==> config.mk <==
export PLATFORM = sky130hd
export DESIGN_NAME = core_pwr_seq
export DESIGN_NICKNAME = d
export VERILOG_FILES = /design/src/rtl/pwr_seq_pkg.sv /design/src/rtl/pwr_req_front.sv /design/src/rtl/pwr_step_fsm.sv /design/src/rtl/pwr_core_regs.sv /design/src/rtl/core_pwr_seq.sv
export SDC_FILE = /design/constraint.sdc
export NUM_CORES = 1
export LEC_CHECK = 0
export BUFFER_PORTS_ARGS = -buffer_cell sky130_fd_sc_hd__buf_2
export CAP_MARGIN = 20
export CORE_AREA = 10 10 116 118
export DETAILED_ROUTE_END_ITERATION = 10
export DIE_AREA = 0 0 126 128
export HOLD_SLACK_MARGIN = 0.06
export PLACE_DENSITY_LB_ADDON = 0.15
export SETUP_SLACK_MARGIN = 0.4
export SLEW_MARGIN = 20
export SYNTH_ARGS = -nofsm -noshare
export SYNTH_HDL_FRONTEND = slang
export SYNTH_SLANG_ARGS = --single-unit
==> constraint.sdc <==
create_clock -name clk -period 2.9 [get_ports clk]
set_input_delay 0.435 -clock clk [delete_from_list [all_inputs] [get_ports clk]]
set_output_delay 0.435 -clock clk [all_outputs]
set_load 0.02 [all_outputs]
==> src/rtl/pwr_seq_pkg.sv <==
// Shared types of the core power gating sequencer.
// Assumes: nothing beyond the 2017 language standard.
package pwr_seq_pkg;

    // Sequencer states; action states last one cycle, wait states poll.
    typedef enum logic [4:0] {
        S_IDLE,
        S_DN_ISO, S_DN_ISO_W, S_DN_SW, S_DN_SW_W, S_DN_RDY, S_DN_POR, S_DN_POR_W,
        S_UP_SW, S_UP_SETTLE, S_UP_RDY, S_UP_RDY_W, S_UP_ISO, S_UP_ISO_W,
        S_UP_POR, S_UP_POR_W,
        S_DONE, S_FAIL
    } seq_state_e;

    // Single control change applied to the addressed core.
    typedef enum logic [3:0] {
        ACT_NONE,
        ACT_ISO_SET, ACT_ISO_CLR,
        ACT_SW_SET,  ACT_SW_CLR,
        ACT_RDY_SET, ACT_RDY_CLR,
        ACT_POR_SET, ACT_POR_CLR
    } pwr_act_e;

endpackage

==> src/rtl/pwr_req_front.sv <==
// Request front end: turns a cluster/local pair into a core index, runs the
// early-boot sweep and filters starts while anything is in flight.
// Assumes: the step engine pulses seq_ok/seq_fail for one cycle and is idle
// the cycle after.
module pwr_req_front #(
    parameter int NUM_CORES         = 4,
    parameter int CORES_PER_CLUSTER = 2,
    parameter int IDXW              = 2,
    parameter int CLW               = 1,
    parameter int LCW               = 1
) (
    input  logic            clk,
    input  logic            rst_n,
    input  logic            req_valid,
    input  logic [CLW-1:0]  req_cluster,
    input  logic [LCW-1:0]  req_local,
    input  logic            req_up,
    input  logic            boot_start,
    input  logic            single_cluster,
    input  logic            seq_idle,
    input  logic            seq_ok,
    input  logic            seq_fail,
    output logic            launch,
    output logic [IDXW-1:0] launch_core,
    output logic            launch_up,
    output logic            hold_busy,
    output logic            done,
    output logic            err
);
    logic            sweep_act;
    logic            pend;
    logic [IDXW-1:0] sweep_core;
    logic [IDXW-1:0] sweep_last;
    logic [IDXW-1:0] req_idx;
    logic            accept;
    logic            boot_go;
    logic            last_hit;

    // Absolute core number from the cluster and local fields.
    assign req_idx = IDXW'(int'(req_cluster) * CORES_PER_CLUSTER + int'(req_local));

    assign accept   = seq_idle && !pend && !sweep_act;
    assign boot_go  = accept && boot_start;
    assign last_hit = (sweep_core == sweep_last);

    // Pick the next start: a pending sweep step, then a sweep, then a request.
    always_comb begin
        launch      = 1'b0;
        launch_core = req_idx;
        launch_up   = req_up;
        if (pend && seq_idle) begin
            launch      = 1'b1;
            launch_core = sweep_core;
            launch_up   = 1'b0;
        end else if (boot_go) begin
            launch      = 1'b1;
            launch_core = IDXW'(1);
            launch_up   = 1'b0;
        end else if (accept && req_valid) begin
            launch      = 1'b1;
        end
    end

    // Track the sweep position and whether another member must start.
    always_ff @(posedge clk) begin
        if (!rst_n) begin
            sweep_act  <= 1'b0;
            pend       <= 1'b0;
            sweep_core <= '0;
            sweep_last <= '0;
        end else begin
            if (boot_go) begin
                sweep_act  <= 1'b1;
                sweep_core <= IDXW'(1);
                sweep_last <= single_cluster ? IDXW'(CORES_PER_CLUSTER - 1)
                                             : IDXW'(NUM_CORES - 1);
            end
            if (pend && seq_idle) pend <= 1'b0;
            if (seq_ok && sweep_act) begin
                if (last_hit) begin
                    sweep_act <= 1'b0;
                end else begin
                    sweep_core <= sweep_core + 1'b1;
                    pend       <= 1'b1;
                end
            end
            if (seq_fail) begin
                sweep_act <= 1'b0;
                pend      <= 1'b0;
            end
        end
    end

    assign hold_busy = pend || sweep_act;
    assign done      = seq_ok && (!sweep_act || last_hit);
    assign err       = seq_fail;

endmodule

==> src/rtl/pwr_step_fsm.sv <==
// Step engine: walks the power-down or power-up order for one core, polls
// the matching acknowledge with a bounded budget and decides abort versus
// continue on expiry.
// Assumes: SETTLE_CYC >= 1, POLL_LIMIT >= 1, acknowledges are synchronous.
module pwr_step_fsm
    import pwr_seq_pkg::*;
#(
    parameter int NUM_CORES      = 4,
    parameter int IDXW           = 2,
    parameter int SETTLE_CYC     = 20000,
    parameter int POLL_LIMIT     = 2000,
    parameter int MIN_RDY_CYCLES = 16
) (
    input  logic                 clk,
    input  logic                 rst_n,
    input  logic                 launch,
    input  logic [IDXW-1:0]      launch_core,
    input  logic                 launch_up,
    input  logic [NUM_CORES-1:0] iso_ack,
    input  logic [NUM_CORES-1:0] sw_ack,
    input  logic [NUM_CORES-1:0] rdy_ack,
    input  logic [NUM_CORES-1:0] por_ack,
    output pwr_act_e             act,
    output logic [IDXW-1:0]      act_core,
    output logic                 idle,
    output logic                 seq_ok,
    output logic                 seq_fail
);
    localparam int MAXC = (POLL_LIMIT > SETTLE_CYC) ? POLL_LIMIT : SETTLE_CYC;
    localparam int CNTW = $clog2(MAXC + 1);
    localparam int DWW  = $clog2(MIN_RDY_CYCLES + 1);

    seq_state_e      state;
    logic [IDXW-1:0] core_r;
    logic [CNTW-1:0] cnt;
    logic [DWW-1:0]  dwell;
    logic            a_iso, a_sw, a_rdy, a_por;
    logic            last;

    assign a_iso = iso_ack[core_r];
    assign a_sw  = sw_ack[core_r];
    assign a_rdy = rdy_ack[core_r];
    assign a_por = por_ack[core_r];
    assign last  = (cnt == CNTW'(1));

    // Advance through the ordered steps and run the poll/settle counters.
    always_ff @(posedge clk) begin
        if (!rst_n) begin
            state  <= S_IDLE;
            core_r <= '0;
            cnt    <= '0;
            dwell  <= '0;
        end else begin
            case (state)
                S_IDLE: if (launch) begin
                    core_r <= launch_core;
                    state  <= launch_up ? S_UP_SW : S_DN_ISO;
                end
                S_DN_ISO: begin
                    cnt   <= CNTW'(POLL_LIMIT);
                    state <= S_DN_ISO_W;
                end
                S_DN_ISO_W: begin
                    if (a_iso || last) state <= S_DN_SW;
                    else               cnt   <= cnt - 1'b1;
                end
                S_DN_SW: begin
                    cnt   <= CNTW'(POLL_LIMIT);
                    state <= S_DN_SW_W;
                end
                S_DN_SW_W: begin
                    if (!a_sw)     state <= S_DN_RDY;
                    else if (last) state <= S_FAIL;
                    else           cnt   <= cnt - 1'b1;
                end
                S_DN_RDY: state <= S_DN_POR;
                S_DN_POR: begin
                    cnt   <= CNTW'(POLL_LIMIT);
                    state <= S_DN_POR_W;
                end
                S_DN_POR_W: begin
                    if (a_por)     state <= S_DONE;
                    else if (last) state <= S_FAIL;
                    else           cnt   <= cnt - 1'b1;
                end
                S_UP_SW: begin
                    cnt   <= CNTW'(SETTLE_CYC - 1);
                    state <= S_UP_SETTLE;
                end
                S_UP_SETTLE: begin
                    if (cnt == '0) state <= S_UP_RDY;
                    else           cnt   <= cnt - 1'b1;
                end
                S_UP_RDY: begin
                    cnt   <= CNTW'(POLL_LIMIT);
                    dwell <= '0;
                    state <= S_UP_RDY_W;
                end
                S_UP_RDY_W: begin
                    if (dwell != DWW'(MIN_RDY_CYCLES)) dwell <= dwell + 1'b1;
                    if (a_rdy && (dwell >= DWW'(MIN_RDY_CYCLES - 1))) state <= S_UP_ISO;
                    else if (last) state <= S_FAIL;
                    else           cnt   <= cnt - 1'b1;
                end
                S_UP_ISO: begin
                    cnt   <= CNTW'(POLL_LIMIT);
                    state <= S_UP_ISO_W;
                end
                S_UP_ISO_W: begin
                    if (!a_iso || last) state <= S_UP_POR;
                    else                cnt   <= cnt - 1'b1;
                end
                S_UP_POR: begin
                    cnt   <= CNTW'(POLL_LIMIT);
                    state <= S_UP_POR_W;
                end
                S_UP_POR_W: begin
                    if (!a_por)    state <= S_DONE;
                    else if (last) state <= S_FAIL;
                    else           cnt   <= cnt - 1'b1;
                end
                default: state <= S_IDLE;
            endcase
        end
    end

    // Translate each action state into the control change it applies.
    always_comb begin
        act = ACT_NONE;
        case (state)
            S_DN_ISO: act = ACT_ISO_SET;
            S_DN_SW:  act = ACT_SW_CLR;
            S_DN_RDY: act = ACT_RDY_CLR;
            S_DN_POR: act = ACT_POR_SET;
            S_UP_SW:  act = ACT_SW_SET;
            S_UP_RDY: act = ACT_RDY_SET;
            S_UP_ISO: act = ACT_ISO_CLR;
            S_UP_POR: act = ACT_POR_CLR;
            default:  act = ACT_NONE;
        endcase
    end

    assign act_core = core_r;
    assign idle     = (state == S_IDLE);
    assign seq_ok   = (state == S_DONE);
    assign seq_fail = (state == S_FAIL);

endmodule

==> src/rtl/pwr_core_regs.sv <==
// Per-core control registers: one replica per core holds isolation, switch
// request, power-good and reset hold, updated only when addressed.
// Assumes: at most one action per cycle; cores come out of reset running.
module pwr_core_regs
    import pwr_seq_pkg::*;
#(
    parameter int NUM_CORES = 4,
    parameter int IDXW      = 2
) (
    input  logic                 clk,
    input  logic                 rst_n,
    input  pwr_act_e             act,
    input  logic [IDXW-1:0]      act_core,
    output logic [NUM_CORES-1:0] iso_en,
    output logic [NUM_CORES-1:0] pwr_sw_req,
    output logic [NUM_CORES-1:0] pwr_ready,
    output logic [NUM_CORES-1:0] por_hold
);
    for (genvar g = 0; g < NUM_CORES; g++) begin : g_core
        // Apply the current action when this replica is the addressed core.
        always_ff @(posedge clk) begin
            if (!rst_n) begin
                iso_en[g]     <= 1'b0;
                pwr_sw_req[g] <= 1'b1;
                pwr_ready[g]  <= 1'b1;
                por_hold[g]   <= 1'b0;
            end else if (act_core == IDXW'(g)) begin
                case (act)
                    ACT_ISO_SET: iso_en[g]     <= 1'b1;
                    ACT_ISO_CLR: iso_en[g]     <= 1'b0;
                    ACT_SW_SET:  pwr_sw_req[g] <= 1'b1;
                    ACT_SW_CLR:  pwr_sw_req[g] <= 1'b0;
                    ACT_RDY_SET: pwr_ready[g]  <= 1'b1;
                    ACT_RDY_CLR: pwr_ready[g]  <= 1'b0;
                    ACT_POR_SET: por_hold[g]   <= 1'b1;
                    ACT_POR_CLR: por_hold[g]   <= 1'b0;
                    default: ;
                endcase
            end
        end
    end

endmodule

==> src/rtl/core_pwr_seq.sv <==
// Top of the core power gating sequencer: front end, step engine and the
// per-core control registers.
// Assumes: NUM_CORES is a multiple of CORES_PER_CLUSTER, with at least two
// clusters and two cores per cluster for the default port widths.
module core_pwr_seq #(
    parameter int NUM_CORES         = 4,
    parameter int CORES_PER_CLUSTER = 2,
    parameter int CLKS_PER_US       = 200,
    parameter int SETTLE_US         = 100,
    parameter int POLL_LIMIT        = 2000,
    parameter int MIN_RDY_CYCLES    = 16
) (
    input  logic                                           clk,
    input  logic                                           rst_n,
    input  logic                                           req_valid,
    input  logic [$clog2(NUM_CORES/CORES_PER_CLUSTER)-1:0] req_cluster,
    input  logic [$clog2(CORES_PER_CLUSTER)-1:0]           req_local,
    input  logic                                           req_up,
    input  logic                                           boot_start,
    input  logic                                           single_cluster,
    input  logic [NUM_CORES-1:0]                           iso_ack,
    input  logic [NUM_CORES-1:0]                           sw_ack,
    input  logic [NUM_CORES-1:0]                           rdy_ack,
    input  logic [NUM_CORES-1:0]                           por_ack,
    output logic [NUM_CORES-1:0]                           iso_en,
    output logic [NUM_CORES-1:0]                           pwr_sw_req,
    output logic [NUM_CORES-1:0]                           pwr_ready,
    output logic [NUM_CORES-1:0]                           por_hold,
    output logic                                           busy,
    output logic                                           seq_done,
    output logic                                           seq_err
);
    import pwr_seq_pkg::*;

    localparam int IDXW       = $clog2(NUM_CORES);
    localparam int CLW        = $clog2(NUM_CORES / CORES_PER_CLUSTER);
    localparam int LCW        = $clog2(CORES_PER_CLUSTER);
    localparam int SETTLE_CYC = CLKS_PER_US * SETTLE_US;

    logic            launch, launch_up, hold_busy;
    logic [IDXW-1:0] launch_core, act_core;
    logic            seq_idle, seq_ok, seq_fail;
    pwr_act_e        act;

    pwr_req_front #(
        .NUM_CORES(NUM_CORES), .CORES_PER_CLUSTER(CORES_PER_CLUSTER),
        .IDXW(IDXW), .CLW(CLW), .LCW(LCW)
    ) front_i (
        .clk(clk), .rst_n(rst_n), .req_valid(req_valid),
        .req_cluster(req_cluster), .req_local(req_local), .req_up(req_up),
        .boot_start(boot_start), .single_cluster(single_cluster),
        .seq_idle(seq_idle), .seq_ok(seq_ok), .seq_fail(seq_fail),
        .launch(launch), .launch_core(launch_core), .launch_up(launch_up),
        .hold_busy(hold_busy), .done(seq_done), .err(seq_err)
    );

    pwr_step_fsm #(
        .NUM_CORES(NUM_CORES), .IDXW(IDXW), .SETTLE_CYC(SETTLE_CYC),
        .POLL_LIMIT(POLL_LIMIT), .MIN_RDY_CYCLES(MIN_RDY_CYCLES)
    ) step_i (
        .clk(clk), .rst_n(rst_n), .launch(launch), .launch_core(launch_core),
        .launch_up(launch_up), .iso_ack(iso_ack), .sw_ack(sw_ack),
        .rdy_ack(rdy_ack), .por_ack(por_ack), .act(act), .act_core(act_core),
        .idle(seq_idle), .seq_ok(seq_ok), .seq_fail(seq_fail)
    );

    pwr_core_regs #(
        .NUM_CORES(NUM_CORES), .IDXW(IDXW)
    ) regs_i (
        .clk(clk), .rst_n(rst_n), .act(act), .act_core(act_core),
        .iso_en(iso_en), .pwr_sw_req(pwr_sw_req), .pwr_ready(pwr_ready),
        .por_hold(por_hold)
    );

    assign busy = !seq_idle || hold_busy;

endmodule

==> reports/qor.txt, run 1 <==
status: completed
Syn Inst Count: 422
core area: 0.0112 sq mm
crit-path max FO: 4
vias post-DR: 3367
Crit Path Class: reg -> reg
Clock Skew: 0.00846 ns
maximum capacitance violations: 0
number of global-route vias before repair: 3198
Routed Wire Length: 10100 um
total chip power: 3.98 mW
Die X: 126 um
port buffer count: 42
reg-to-reg startpoint: step_i.act_core[0]$_SDFFE_PN0P_
Rel. slew slack: 59.6%
initial antenna violation count: 0
worst hold slack: 0.336 ns
drt drc: 0
n_diodes: 0
Synth top area share: 32.2%
post-synth net total: 454
Overflow after GRT: 0
setup ws final: 0.290 ns
placed cell areas: 0.00378 sq mm
IO Count: 43
antenna viol nets, final: 0
footprint of the multi-input gates: 0.00231 sq mm
post-synthesis cell type count: 66
Hold Path Origin: single_cluster
dominant cell type by area after synthesis: dfxtp_1
Slew Limit Fails: 0
worst skew pair latency: 0.29 ns
CP startpoint kind: register
Pwr Density: 929 mW/mm^2
sequential fraction of the synthesis area: 32.2%
area delta synth->final: 30.0%
capturing element type of the critical path: register
WP data arrival: 2.82 ns
Total GRT Usage: 11.9%
Place WS: 0.0374 ns
top_reg_cell synth: dfxtp_1
clock slew at the register clock pins of the worst setup and hold paths: 0.07 ns
Max H-tree Level: 2
# clock sinks: 53
Post-Syn Area: 0.00329 sq mm
Final Instance Area: 0.00428 sq mm
Leak: 1.62 nW
global-route wire length before repair: 16400 um
Worst Tran Pin Value: 0.602 ns
Synth area leaders: dfxtp_1 32%, nor2_1 6.7%, nand2_1 4.8%, o21ai_0 3.6%, ha_1 3.0%
Final Cycle Share: 90.0%
number of cell rows: 39
Synth Area per Inst: 7.81 sq um
number of flops mapped to enable cells by yosys: 0
HPWL Detailed: 7230 um
Final min period: 2.61 ns
Vias/cell: 5.34
Reg area: 0.00107 sq mm
fill cell total of the finished layout: 1184
fraction of registers with async set/reset: 0%
largest net degree at the start of global routing: 29
detailed-routing iteration count for the pre-antenna-repair pass: 4
Hold WC Path Type: in -> reg
CP Launch Point: step_i.act_core[0]$_SDFFE_PN0P_
setup TNS: 0 ns
worst path required time: 3.11 ns
CTS buffer count: 5
warnings from Yosys: 0
WL per Instance: 16.0 um
clock tree buffer depth: 2
Initial Utilization: 29.4%
Setup-failing EPs final: 0
RD Place Congestion: 0.859
RSZ-0062 raised after global routing: yes
Die Height: 128 um
maximum vdd drop: 0.349 mV
clock root buffer: clkbuf_16
die area: 0.0161 sq mm
initial DRC count: 222
Final nets: 519
share of layout cells above drive strength 1: 29.9%
final-report hold violation count: 0
FMAX: 0.383 GHz
#FFs+latches synth: 53
CTS tree: built
[through the flow]
stage	std cells	utilization [%]
after global routing	631	38.1
final	631	38.1
after global placement	603	33.6
after floorplan	422	-
after CTS	625	37.0
after detailed placement	603	33.6
[placed cells by master (no fill, tap or decap), types with 6 or more instances in the layout]
master,instances
o211ai_1,7
nand4_1,6
a21oi_1,18
and3_1,6
inv_1,15
nor3_1,9
nand2_1,42
buf_4,34
nor2b_1,7
nand3_1,16
nand2b_1,6
dfxtp_1,49
o21ai_0,21
a211oi_1,6
mux2i_1,7
nor2_1,58
buf_2,42
[worst max-delay path: stages (launching register included)]
cell and delay (ns):
dfxtp_4 0.39, mux4_2 0.54, or3_4 0.39, a31o_1 0.22
a31oi_4 0.18, or2_4 0.16, and2_4 0.14, ha_4 0.18
nand3b_1 0.18, a31oi_1 0.16
[worst paths after layout]
| kind | endpoint | slack [ns] | cells after the start |
|---|---|---|---|
| worst min register to register | regs_i.iso_en[0]$_SDFFE_PN0P_ | 0.46 | 2 |
| worst max-delay path | register | 0.29 | 9 |
| worst max register to register | register | 0.29 | 9 |
| worst min-delay path | front_i.sweep_last[1]$_SDFFE_PN0P_ | 0.34 | 2 |
[final cells by class]
cell class,count,share of cell area (%)
clock buffers,7,3.33
repair buffers,79,11.7
multi-input cells,333,53.9
well taps,143,4.18
clock inverters,1,0.701
flip-flops and latches,53,25.0
inverters,15,1.32
[synthesized netlist by cell type (3+ instances only)]
cell / n
nor2_1: 59
dfxtp_1: 53
nand2_1: 42
o21ai_0: 24
a21oi_1: 19
clkbuf_1: 19
nand3_1: 17
inv_1: 15
nor3_1: 12
ha_1: 8
a211oi_1: 7
and3_1: 7
mux2i_1: 7
nor2b_1: 7
o211ai_1: 7
o21ai_1: 7
nand2b_1: 6
nand4_1: 6
nor3b_1: 6
or2_2: 6
a31oi_1: 5
and2_1: 5
or4_1: 5
xnor2_1: 5
mux4_2: 4
o221a_2: 4
or3_1: 4
nand4b_1: 3
nor4_1: 3
o22ai_1: 3
o31ai_1: 3
xor2_1: 3
[power by group]
group | internal (mW) | switching (mW) | leakage [nW]
clock | 0.432 | 0.271 | 0.0841
sequential | 0.894 | 0.218 | 0.434
combinational | 0.945 | 1.22 | 1.10
total | 2.27 | 1.71 | 1.62
[flip-flops by register name, indices dropped and copies added (netlist names), named ones only]
register,flops
step_i.cnt,15
step_i.dwell,5
step_i.state,5
regs_i.iso_en,4
regs_i.por_hold,4
regs_i.pwr_ready,4
regs_i.pwr_sw_req,4
front_i.sweep_core,2
front_i.sweep_last,2
step_i.act_core,2
front_i.pend,1
front_i.sweep_act,1
[metal layers]
layer	track usage (%)	share of wire, %	wire length [um]
met3	2.27	3.9	391
met4	2.48	0.84	85
met5	0	0	0
met1	15.4	45	4590
met2	20.2	50	5030
[repair_timing]
action,in CTS,in global routing
buffers inserted,13,6
hold endpoints to repair,0,0
pin swaps,20,8
gates cloned,1,0
gates resized for setup,23,18
hold buffers,0,0
setup endpoints to repair,12,18
[logic make-up after synthesis]
logic type | share of synthesized area, %
DFF | 32.2
buffers and inverters | 4.79
adders and majority gates | 3.04
AOI/OAI and AO/OA | 20.5
xor gates and xnor gates | 2.62
muxes | 5.55
and+or+nand+nor | 31.3
Note: power is estimated with default switching activity, not from simulation.
==> run 2, diff against run 1 <==
--- a/config.mk
+++ b/config.mk
@@ -12,6 +12,7 @@
 export DIE_AREA = 0 0 126 128
 export HOLD_SLACK_MARGIN = 0.06
 export PLACE_DENSITY_LB_ADDON = 0.15
+export REMOVE_ABC_BUFFERS = 1
 export SETUP_SLACK_MARGIN = 0.4
 export SLEW_MARGIN = 20
 export SYNTH_ARGS = -nofsm -noshare
==> run 2 against run 1 <==
Clock power down 11%; wire length grew 3.5%; combinational power increased by 15%; clock skew down 0.0032 ns; total power rose by 5.7%; critical path depth increased by 2; largest power group unchanged.
==> reports/qor.txt, run 2 (synthesis gave the netlist of run 1 again) <==
worst skew pair latency: 0.29 ns (about the same)
WP data arrival: 2.87 ns (+0.05 ns)
WL per Instance: 16.2 um (+1.1%)
die area: 0.0161 sq mm (unchanged)
capturing element type of the critical path: register
Routed Wire Length: 10400 um (+3.5%)
Final Cycle Share: 90.9% (+0.93 points)
Max H-tree Level: 2 (unchanged)
status: completed
Crit Path Class: reg -> reg
Rel. slew slack: 66.3% (+6.7 points)
RSZ-0062 raised after global routing: yes
flop2flop setup slack: 0.26 ns (-0.03 ns)
RR Endpoint: step_i.cnt[13]$_SDFFE_PN0P_
setup TNS: 0 ns (unchanged)
largest net degree at the start of global routing: 18 (-38%)
global-route wire length before repair: 17000 um (+3.8%)
Initial Utilization: 29.4% (unchanged)
maximum capacitance violations: 0 (unchanged)
Vias/cell: 5.23 (-2.1%)
final-report hold violation count: 0 (unchanged)
vias post-DR: 3376 (+0.27%)
CTS tree: built
CP Launch Point: step_i.dwell[1]$_SDFFE_PN0P_
Pwr Density: 946 mW/mm^2 (+1.9%)
IO Count: 43 (unchanged)
Overflow after GRT: 0 (unchanged)
biggest regs: step_i.cnt: 15 flops, step_i.dwell: 5 flops, step_i.state: 5 flops
drt drc: 0 (unchanged)
initial DRC count: 255 (+15%)
Slew Limit Fails: 0 (unchanged)
total chip power: 4.20 mW (+5.7%)
# clock sinks: 53 (unchanged)
initial antenna violation count: 0 (unchanged)
Worst Tran Pin Value: 0.503 ns (-0.0992 ns)
Hold WC Path Type: in -> reg
max reg flops: 15 (unchanged)
share of layout cells above drive strength 1: 33.4% (+3.5 points)
Die X: 126 um (unchanged)
worst path required time: 3.13 ns (+0.02 ns)
crit-path max FO: 7 (+3)
Final nets: 534 (+2.9%)
clock slew at the register clock pins of the worst setup and hold paths: 0.07 ns (about the same)
Hold Path Origin: single_cluster
antenna viol nets, final: 0 (unchanged)
Leak: 1.71 nW (+5.1%)
clock tree buffer depth: 2 (unchanged)
area delta synth->final: 34.9%
RD Place Congestion: 0.871 (+1.4%)
Worst Hold Path EP: front_i.sweep_last[1]$_SDFFE_PN0P_
commonest non-fill, non-tap cells in the layout: 56 x nor2_1, 49 x dfxtp_1, 46 x buf_4, 42 x nand2_1, 42 x buf_2
HPWL Detailed: 7500 um (+3.7%)
Total GRT Usage: 12.5% (+0.57 points)
maximum vdd drop: 0.325 mV (-6.7%)
port buffer count: 42 (unchanged)
Clock Skew: 0.00529 ns (-0.00317 ns)
CP startpoint kind: register
FMAX: 0.379 GHz (-1.0%)
Final min period: 2.64 ns (+0.0269 ns)
Post-CTS Hold Buffers: 0 (unchanged)
reg-to-reg startpoint: step_i.dwell[1]$_SDFFE_PN0P_
CTS buffer count: 5 (unchanged)
detailed-routing iteration count for the pre-antenna-repair pass: 5 (+1)
reg2reg path depth: 11 (+2)
n_diodes: 0 (unchanged)
clock root buffer: clkbuf_16
Setup-failing EPs final: 0 (unchanged)
Die Height: 128 um (unchanged)
core area: 0.0112 sq mm (unchanged)
number of global-route vias before repair: 3385 (+5.8%)
number of cell rows: 39 (unchanged)
commonest non-fill, non-tap cell in the layout: nor2_1
WHS Path Cells: 2 (unchanged)
Top reg by flops: step_i.cnt
==> run 2: final cells by class <==
cell class,count,area [sq um]
clock buffers,6,139
clock inverters,2,13.8
flip-flops and latches,53,1070
multi-input cells,332,2330
repair buffers,95,652
fillers,1180,6780
inverters,15,56.3
well taps,143,179
==> run 2: routing by layer <==
metal,vias to the layer above,routed length [um],global-route usage [%]
li1,1700,-,-
met4,0,68,2.55
met1,1592,4940,16.0
met3,7,394,2.65
met5,-,0,0
met2,77,5050,21.2
==> run 2: worst max-delay path by stage <==
| stage | to | slack (ns) | depth (start not counted) |
|---|---|---|---|
| after floorplan | register | 0.14 | 9 |
| after global placement | step_i.cnt[9]$_SDFFE_PN0P_ | 0.04 | 10 |
| after detailed placement | step_i.cnt[9]$_SDFFE_PN0P_ | 0.007 | 10 |
| after CTS | step_i.cnt[9]$_SDFFE_PN0P_ | 0.30 | 10 |
| after global routing | register | 0.12 | 9 |
| final | step_i.cnt[13]$_SDFFE_PN0P_ | 0.26 | 11 |
==> run 2: per-stage QoR <==
step	std cells	hold WS, ns	worst slack [ns]	instance area, sq um	util [%]
floorplan	400	0.461	0.142	3190	-
CTS	636	0.311	0.301	4170	37.2
detailed placement	613	0.457	0.00712	3790	33.8
global placement	613	0.449	0.0369	3790	33.8
finish	646	0.316	0.263	4440	39.6
global route	646	0.320	0.121	4440	39.6
==> run 2: power breakdown <==
part           switching, mW  internal [mW]
sequential             0.198          0.894
clock                  0.281          0.344
combinational           1.34           1.15
total                   1.82           2.39
==> run 2: worst max-delay path: stages (launching register included) <==
cell and delay (ns):
dfxtp_2 0.34, ha_4 0.16, and3_4 0.18, ha_4 0.14, or2_4 0.24, o2111ai_4 0.26, o311ai_4 0.16, nor3_4 0.27
nand2_4 0.13, buf_6 0.16, or4_4 0.41, a21oi_2 0.12
==> run 2: what timing repair did <==
action                                  in CTS  in global routing
gates cloned                                 0                  1
endpoints found under the setup margin      19                 16
pin swaps                                   16                 31
buffers inserted                            15                  9
resized for setup                           26                 40
==> run 3, diff against run 2 <==
--- a/config.mk
+++ b/config.mk
@@ -7,13 +7,13 @@
 export LEC_CHECK = 0
 export BUFFER_PORTS_ARGS = -buffer_cell sky130_fd_sc_hd__buf_2
 export CAP_MARGIN = 20
-export CORE_AREA = 10 10 116 118
+export CORE_AREA = 2 2 108 110
 export DETAILED_ROUTE_END_ITERATION = 10
-export DIE_AREA = 0 0 126 128
+export DIE_AREA = 0 0 110 112
 export HOLD_SLACK_MARGIN = 0.06
 export PLACE_DENSITY_LB_ADDON = 0.15
 export REMOVE_ABC_BUFFERS = 1
-export SETUP_SLACK_MARGIN = 0.4
+export SETUP_SLACK_MARGIN = 0.02
 export SLEW_MARGIN = 20
 export SYNTH_ARGS = -nofsm -noshare
 export SYNTH_HDL_FRONTEND = slang
==> run 3 against run 2 <==
Wire length fell by 11%; clock skew about the same; critical path depth stayed put; clock power fell by 4.8%; sequential share of layout area is 2.2 points higher; global-route usage increased by 3.2 points; non-clock buffer count fell by 18; combinational power shrank 20%; largest cell class unchanged.
==> reports/qor.txt, run 3 (synthesis gave the netlist of run 1 again) <==
number of global-route vias before repair: 3068 (-9.4%)
maximum capacitance violations: 0 (unchanged)
Routed Wire Length: 9320 um (-11%)
Die Height: 112 um (-13%)
Total GRT Usage: 15.7% (+3.2 points)
Final min period: 2.70 ns (+0.0581 ns)
share of layout cells above drive strength 1: 23.3% (-10 points)
port buffer count: 42 (unchanged)
Initial Utilization: 29.5% (+0.13 points)
Overflow after GRT: 0 (unchanged)
HPWL Detailed: 6910 um (-7.8%)
Pwr Density: 904 mW/mm^2 (-4.5%)
Hold WC Path Type: in -> reg
initial DRC count: 174 (-32%)
FMAX: 0.371 GHz (-2.2%)
CP startpoint kind: register
number of cell rows: 39 (unchanged)
CP Capture Point: step_i.cnt[12]$_SDFFE_PN0P_
Final nets: 517 (-3.2%)
biggest regs: step_i.cnt: 15 flops, step_i.dwell: 5 flops, step_i.state: 5 flops
CP Launch Point: step_i.dwell[1]$_SDFFE_PN0P_
flop2flop setup slack: 0.20 ns (-0.06 ns)
Final Cycle Share: 92.9% (+2.0 points)
largest net degree at the start of global routing: 28 (+10)
Worst Tran Pin Value: 0.844 ns (+0.342 ns)
initial antenna violation count: 0 (unchanged)
Slew Limit Fails: 0 (unchanged)
clock slew at the register clock pins of the worst setup and hold paths: 0.07 ns (about the same)
WL per Instance: 14.8 um (-8.3%)
# clock sinks: 53 (unchanged)
Leak: 1.57 nW (-8.2%)
vias post-DR: 3256 (-3.6%)
reg-to-reg startpoint: step_i.dwell[1]$_SDFFE_PN0P_
antenna viol nets, final: 0 (unchanged)
RD Place Congestion: 0.873 (+0.25%)
status: completed
WL met2: 4360 um (-14%)
global-route wire length before repair: 15300 um (-10%)
crit-path max FO: 5 (-2)
CTS buffer count: 5 (unchanged)
Rel. slew slack: 43.6% (-23 points)
worst skew pair latency: 0.29 ns (about the same)
die area: 0.0123 sq mm (-24%)
Vias/cell: 5.18 (-0.95%)
max reg flops: 15 (unchanged)
RSZ-0062 raised after global routing: yes
Layout Utilization: 36.1% (-3.5 points)
Setup-failing EPs final: 0 (unchanged)
Crit Path Class: reg -> reg
Top reg by flops: step_i.cnt
reg2reg path depth: 11 (unchanged)
worst path required time: 3.08 ns (-0.05 ns)
routed metal-1 wire length: 4540 um (-8.0%)
WP data arrival: 2.88 ns (about the same)
capturing element type of the critical path: register
clock tree buffer depth: 2 (unchanged)
commonest non-fill, non-tap cells in the layout: 59 x nor2_1, 53 x dfxtp_1, 42 x nand2_1, 42 x buf_2, 35 x buf_4
final-report hold violation count: 0 (unchanged)
Clock Skew: 0.00553 ns (+0.000242 ns)
drt drc: 0 (unchanged)
Max H-tree Level: 2 (unchanged)
detailed-routing iteration count for the pre-antenna-repair pass: 4 (-1)
n_diodes: 0 (unchanged)
IO Count: 43 (unchanged)
setup TNS: 0 ns (unchanged)
commonest non-fill, non-tap cell in the layout: nor2_1
core area: 0.0112 sq mm (-0.43%)
clock root buffer: clkbuf_16
area delta synth->final: 22.6%
met3 wire length: 314 um (-20%)
Die X: 110 um (-13%)
maximum vdd drop: 0.386 mV (+19%)
CTS tree: built
RR Endpoint: step_i.cnt[12]$_SDFFE_PN0P_
max layer used: met4
## run 3: cell count changes in the layout (fill, tap and decap cells not counted), sizes merged
cell and change:
clkinv -2, buf -17, clkinvlp +1, nand2 +1
## run 3: critical path: stages, from the launching register on
cell       delay, ns
dfxtp_1         0.35
ha_2            0.19
and3_1          0.18
ha_1            0.18
or2_2           0.31
o2111ai_4       0.24
o311ai_4        0.16
nor3_4          0.27
nand2_4         0.11
buf_4           0.18
nor2_1          0.12
mux2_1          0.32
## run 3: area by class of cell
| cell class | count | area [sq um] |
|---|---|---|
| flip-flops and latches | 53 | 1060 |
| fillers | 1189 | 7140 |
| multi-input cells | 333 | 2130 |
| clock inverters | 1 | 7.51 |
| inverters | 15 | 56.3 |
| repair buffers | 77 | 473 |
| well taps | 143 | 179 |
| clock buffers | 7 | 133 |
## run 3: repair_timing
action	CTS	global route
hold buffers	0	0
buffers inserted	0	7
hold endpoints to repair	0	0
setup endpoints to repair	0	8
gates resized for setup	0	10
## run 3: per-layer routing
layer	up-vias	GRT usage (%)
li1	1653	-
met1	1535	21.6
met2	59	24.9
met3	9	3.69
met4	0	3.46
met5	-	0
## run 3: stage by stage
stage	area, sq um	setup slack (ns)	hold WS [ns]	power [mW]	instances
CTS	3930	0.0924	0.310	3.60	621
finish	4040	0.205	0.318	3.65	629
global placement	3790	0.144	0.445	2.98	613
detailed placement	3790	0.104	0.457	2.98	613
floorplan	3190	0.142	0.461	2.31	400
global route	4040	0.0165	0.332	3.97	629
## run 3: worst min-delay path by stage
stage | startpoint | end | depth (start not counted)
final | single_cluster | front_i.sweep_last[1]$_SDFFE_PN0P_ | 2
after global routing | single_cluster | front_i.sweep_last[1]$_SDFFE_PN0P_ | 2
after CTS | single_cluster | front_i.sweep_last[1]$_SDFFE_PN0P_ | 2
after detailed placement | regs_i.iso_en[0]$_SDFFE_PN0P_ | regs_i.iso_en[0]$_SDFFE_PN0P_ | 2
after global placement | regs_i.iso_en[0]$_SDFFE_PN0P_ | regs_i.iso_en[0]$_SDFFE_PN0P_ | 2
after floorplan | step_i.cnt[14]$_SDFFE_PN0P_ | step_i.cnt[14]$_SDFFE_PN0P_ | 2
## run 3: where the power goes
| group | switching (mW) | total [mW] | internal, mW | leakage (nW) |
|---|---|---|---|---|
| logic | 1.14 | 1.99 | 0.850 | 1.07 |
| clock network | 0.273 | 0.595 | 0.322 | 0.0641 |
| registers | 0.179 | 1.07 | 0.889 | 0.432 |
| total | 1.59 | 3.65 | 2.06 | 1.57 |
